[config.mk]
export PLATFORM = sky130hd
export DESIGN_NAME = irq_aggregator
export DESIGN_NICKNAME = d
export VERILOG_FILES = /design/src/rtl/irq_agg_pkg.sv /design/src/rtl/irq_src_enables.sv /design/src/rtl/irq_glob_fsm.sv /design/src/rtl/irq_pend_stage.sv /design/src/rtl/irq_aggregator.sv
export SDC_FILE = /design/constraint.sdc
export NUM_CORES = 1
export LEC_CHECK = 0
export ABC_AREA = 1
export BUFFER_PORTS_ARGS = -buffer_cell sky130_fd_sc_hd__buf_4
export CAP_MARGIN = 25
export CORE_MARGIN = 4
export CORE_UTILIZATION = 40
export DETAILED_ROUTE_END_ITERATION = 10
export PLACE_DENSITY = 0.76
export SYNTH_ARGS = -nofsm -noshare
export SYNTH_HDL_FRONTEND = slang
export SYNTH_SLANG_ARGS = --single-unit
[constraint.sdc]
create_clock -name clk -period 0.9 [get_ports clk]
set_input_delay 0.135 -clock clk [delete_from_list [all_inputs] [get_ports clk]]
set_output_delay 0.135 -clock clk [all_outputs]
set_load 0.05 [all_outputs]
[src/rtl/irq_agg_pkg.sv]
package irq_agg_pkg;
    localparam int SRC_RTC = 0;
    localparam int SRC_PB  = 1;
    localparam int SRC_PWR = 2;
    localparam int SRC_DC1 = 3;
    localparam int SRC_DC2 = 4;

    localparam logic [1:0] CODE_SET  = 2'd0;
    localparam logic [1:0] CODE_CLR  = 2'd1;
    localparam logic [1:0] CODE_PBTR = 2'd2;

    typedef enum logic {
        GLB_OPEN = 1'b0,
        GLB_SHUT = 1'b1
    } glb_state_t;
endpackage

[src/rtl/irq_src_enables.sv]
module irq_src_enables #(
    parameter int NUM_SRC = 5
) (
    input  logic               clk,
    input  logic               rst_n,
    input  logic               set_stb,
    input  logic               clr_stb,
    input  logic [NUM_SRC-1:0] bits,
    output logic [NUM_SRC-1:0] en_q
);
    for (genvar i = 0; i < NUM_SRC; i++) begin : g_bit
        always_ff @(posedge clk or negedge rst_n) begin
            if (!rst_n) begin
                en_q[i] <= 1'b0;
            end else if (set_stb && bits[i]) begin
                en_q[i] <= 1'b1;
            end else if (clr_stb && bits[i]) begin
                en_q[i] <= 1'b0;
            end
        end
    end
endmodule

[src/rtl/irq_glob_fsm.sv]
module irq_glob_fsm
    import irq_agg_pkg::*;
(
    input  logic clk,
    input  logic rst_n,
    input  logic open_req,
    input  logic shut_req,
    output logic gate_open
);
    glb_state_t state_q, state_d;

    always_comb begin
        state_d = state_q;
        unique case (state_q)
            GLB_OPEN: if (shut_req) state_d = GLB_SHUT;
            GLB_SHUT: if (open_req) state_d = GLB_OPEN;
            default:  state_d = GLB_OPEN;
        endcase
    end

    always_ff @(posedge clk or negedge rst_n) begin
        if (!rst_n) state_q <= GLB_OPEN;
        else        state_q <= state_d;
    end

    always_comb begin
        gate_open = (state_q == GLB_OPEN);
    end
endmodule

[src/rtl/irq_pend_stage.sv]
module irq_pend_stage
    import irq_agg_pkg::*;
#(
    parameter int NUM_SRC = 5
) (
    input  logic               clk,
    input  logic               rst_n,
    input  logic               trig_stb,
    input  logic [1:0]         trig_bits,
    input  logic               rtc_req,
    input  logic               pb_level,
    input  logic               pwr_req,
    input  logic               dc1_req,
    input  logic               dc2_req,
    output logic [NUM_SRC-1:0] pend_q
);
    logic pb_lo_arm_q, pb_hi_arm_q;
    logic [NUM_SRC-1:0] live;

    always_ff @(posedge clk or negedge rst_n) begin
        if (!rst_n) begin
            pb_lo_arm_q <= 1'b0;
            pb_hi_arm_q <= 1'b0;
        end else if (trig_stb) begin
            pb_lo_arm_q <= trig_bits[0];
            pb_hi_arm_q <= trig_bits[1];
        end
    end

    always_comb begin
        live          = '0;
        live[SRC_RTC] = rtc_req;
        live[SRC_PB]  = (pb_lo_arm_q && !pb_level) || (pb_hi_arm_q && pb_level);
        live[SRC_PWR] = pwr_req;
        live[SRC_DC1] = dc1_req;
        live[SRC_DC2] = dc2_req;
    end

    always_ff @(posedge clk or negedge rst_n) begin
        if (!rst_n) pend_q <= '0;
        else        pend_q <= live;
    end
endmodule

[src/rtl/irq_aggregator.sv]
module irq_aggregator
    import irq_agg_pkg::*;
#(
    parameter int DATA_W   = 8,
    parameter int NUM_SRC  = 5,
    parameter int GLOB_BIT = 7
) (
    input  logic               clk,
    input  logic               rst_n,
    input  logic               wr_en_i,
    input  logic [1:0]         wr_addr_i,
    input  logic [DATA_W-1:0]  wr_data_i,
    input  logic               rtc_req_i,
    input  logic               pb_level_i,
    input  logic               pwr_req_i,
    input  logic               dc1_req_i,
    input  logic               dc2_req_i,
    output logic [NUM_SRC-1:0] pend_o,
    output logic [DATA_W-1:0]  mask_o,
    output logic               irq_o
);
    localparam int GAP_W = GLOB_BIT - NUM_SRC;

    logic set_stb, clr_stb, trig_stb;
    logic [NUM_SRC-1:0] en_q, pend_q;
    logic gate_open, irq_q;
    logic [GAP_W-1:0] unused_gap;

    assign set_stb    = wr_en_i && (wr_addr_i == CODE_SET);
    assign clr_stb    = wr_en_i && (wr_addr_i == CODE_CLR);
    assign trig_stb   = wr_en_i && (wr_addr_i == CODE_PBTR);
    assign unused_gap = wr_data_i[GLOB_BIT-1:NUM_SRC];

    irq_src_enables #(.NUM_SRC(NUM_SRC)) u_en (
        .clk(clk), .rst_n(rst_n), .set_stb(set_stb), .clr_stb(clr_stb),
        .bits(wr_data_i[NUM_SRC-1:0]), .en_q(en_q)
    );

    irq_glob_fsm u_glob (
        .clk(clk), .rst_n(rst_n),
        .open_req(set_stb && wr_data_i[GLOB_BIT]),
        .shut_req(clr_stb && wr_data_i[GLOB_BIT]),
        .gate_open(gate_open)
    );

    irq_pend_stage #(.NUM_SRC(NUM_SRC)) u_pend (
        .clk(clk), .rst_n(rst_n), .trig_stb(trig_stb),
        .trig_bits(wr_data_i[1:0]),
        .rtc_req(rtc_req_i), .pb_level(pb_level_i), .pwr_req(pwr_req_i),
        .dc1_req(dc1_req_i), .dc2_req(dc2_req_i), .pend_q(pend_q)
    );

    always_ff @(posedge clk or negedge rst_n) begin
        if (!rst_n) irq_q <= 1'b0;
        else        irq_q <= gate_open && (|(pend_q & en_q));
    end

    always_comb begin
        mask_o                 = '0;
        mask_o[NUM_SRC-1:0]    = en_q;
        mask_o[GLOB_BIT]       = gate_open;
    end

    assign pend_o = pend_q;
    assign irq_o  = irq_q;
endmodule

==> flow_summary.ini <==
[power_and_ir_drop]
switching_share = 0.353
combPwrFrac = 0.374
power.density_nw_per_um2 = 2040
clockPowerShare = 0.226
p_sw_uw = 694
p_leak_uw = 0.000492
intPower_uw = 1270
power_uw = 1970
ir_drop_mv = 1.33
power_frac_seq = 0.400

[timing]
rsz0062_at_grt = true
setup_slack_ns = -0.114
finClkSkew_ns = 0.00113
hold_viol = 0
setup_viol = 13
period_needed_ns = 1.01
period_share = 1.13
drv_slew = 0
max_freq_mhz = 987

[clock_tree]
cts_tree = yes
cts_sinks = 14
cts_buffers = 3
cts.path.max_buffers = 2
clk_pin_slew_ns = 0.08
cts-root-buf = clkbuf_4
clock_latency_ns = 0.27
cts_max_level = 1

[grt]
grt_max_degree = 15
overflow = 0
grt_pass1_vias = 558
track_usage = 0.165
grt_pass1_wl_um = 2280
antenna_found_initial = 0

[place]
port_buffers = 27
dpl.hpwl_um = 1070
pre_cts_ws_ns = 0.0326
place.gp.congestion = 0.678

[routing]
antenna_left = 0
vias_per_cell = 4.68
drc = 0
dr.pass1.iters = 6
routed_wirelength_um = 1500
dr.first_iter.drc_count = 12
num_vias = 519
post_drt_wl_per_cell_um = 13.5

[min_path]
hold_class = in2reg

[yosys]
ys_ff_latch = 14
syn_area_sq_um = 556
avgSynthCellArea_sq_um = 9.75
syn-instance-count = 57
ys_types = 12
yosysWarnings = 0
ys_seq_area_frac = 0.631

[worst_setup_path]
end_kind = output port
cp.arrival_ns = 0.88
cp_max_fo = 2
required_ns = 0.76
critPathKind = reg2out
start_kind = flop

[floorplan]
die-area_sq_um = 2050
rows = 13
die_w_um = 45.3
fp.coreArea_sq_um = 1300
initial_core_util = 0.427
die_y_um = 45.3
io_pins = 32

[outcome]
status = complete, but fails checks
violations = setup timing

[finish]
fillCellCount = 95
diodes = 0
seqCellArea_sq_um = 363
final_cell_mix = 19 x buf_4, 12 x buf_6, 11 x o21ai_0
layout_commonest_cell = buf_4
layout-drive-gt1-share = 0.552
area_growth_pct = 73.4
nets = 115
multiInputGateArea_sq_um = 169

[run]
max-cap-violations = 0
[cell usage after synthesis]
library cell	instances	area, sq um
buf_4	3	22.5
conb_1	1	3.75
dfrtp_1	14	350
inv_1	9	33.8
mux2_2	1	11.3
nand2_1	9	33.8
nand2_2	1	6.26
nand3_1	3	15.0
nor2_1	2	7.51
nor2_2	1	6.26
o21ai_0	12	60.1
o21ai_1	1	5.00
[area by class of cell]
type / instances / area share
multi-input combinational: 32 / 0.175
timing repair buffer: 37 / 0.356
clock buffer: 4 / 0.0377
inverter: 9 / 0.0351
sequential: 14 / 0.377
tap: 15 / 0.0195
[power groups by stage]
stage               Sequential [uW]  Combinational, uW  Clock (uW)
finish                          786                735         445
global route                    799                774         506
CTS                             785                702         469
detailed placement              790                581           0
global placement                783                566           0
floorplan                      1010                155           0
[critical path: stages, from the launching register on]
cell and delay [ns]:
dfrtp_1 0.39, inv_2 0.07, buf_8 0.14
[sequential cells by signal (all words and copies together), names as in the netlist]
register,flops
u_pend.pb_lo_arm_q,1
u_glob.state_q,1
u_en.en_q,5
u_pend.pend_q,5
irq_o,1
u_pend.pb_hi_arm_q,1
[through the flow]
step                 util  area, sq um  setup TNS, ns  instances  hold WS [ns]
floorplan               -          572              0         58        -0.161
global placement    0.592          771              0         97      -0.00921
detailed placement  0.592          771              0         97      -0.00663
CTS                 0.719          936          -1.17        110        0.0675
global route        0.740          963          -1.61        111        0.0796
finish              0.740          963          -1.01        111        0.0734
[worst paths after layout]
path / depth (start not counted) / from / to / slack, ns
min in group asynchronous: 2 / rst_n / u_pend.pend_q[3] / 0.24
worst max-delay path: 2 / u_glob.state_q / mask_o[7] / -0.11
worst max register to register: 5 / u_en.en_q[3] / irq_o / -0.02
max in group asynchronous: 2 / rst_n / u_en.en_q[0] / 0.48
worst min register to register: 1 / u_glob.state_q / irq_o / 0.45
worst min-delay path: 3 / wr_addr_i[0] / u_glob.state_q / 0.07
[cell families (layout without fill, tap and decap cells)]
logic type             after synthesis  count (layout)  synth area share
AO/OA/AOI/OAI                       13              13             0.117
buffers and inverters               12              50             0.101
flip-flops                          14              14             0.631
multiplexers                         1               1            0.0203
other                                1               2           0.00675
AND/OR/NAND/NOR                     16              16             0.124
[layer usage]
metal / global-route usage / part of all wire / vias up
met5: 0 / 0 / -
met4: 0.129 / 0.015 / 0
met3: 0.0239 / 0.041 / 4
met2: 0.302 / 0.59 / 15
met1: 0.163 / 0.36 / 245
li1: - / - / 255
[repair_timing]
action | in CTS | in global routing
setup buffers | 4 | 1
endpoints found under the setup margin | 12 | 14
pin swaps | 0 | 2
hold buffers | 5 | 0
gates resized for setup | 14 | 6
endpoints found under the hold margin | 18 | 0
No activity file was read; power rests on OpenSTA's default activity.
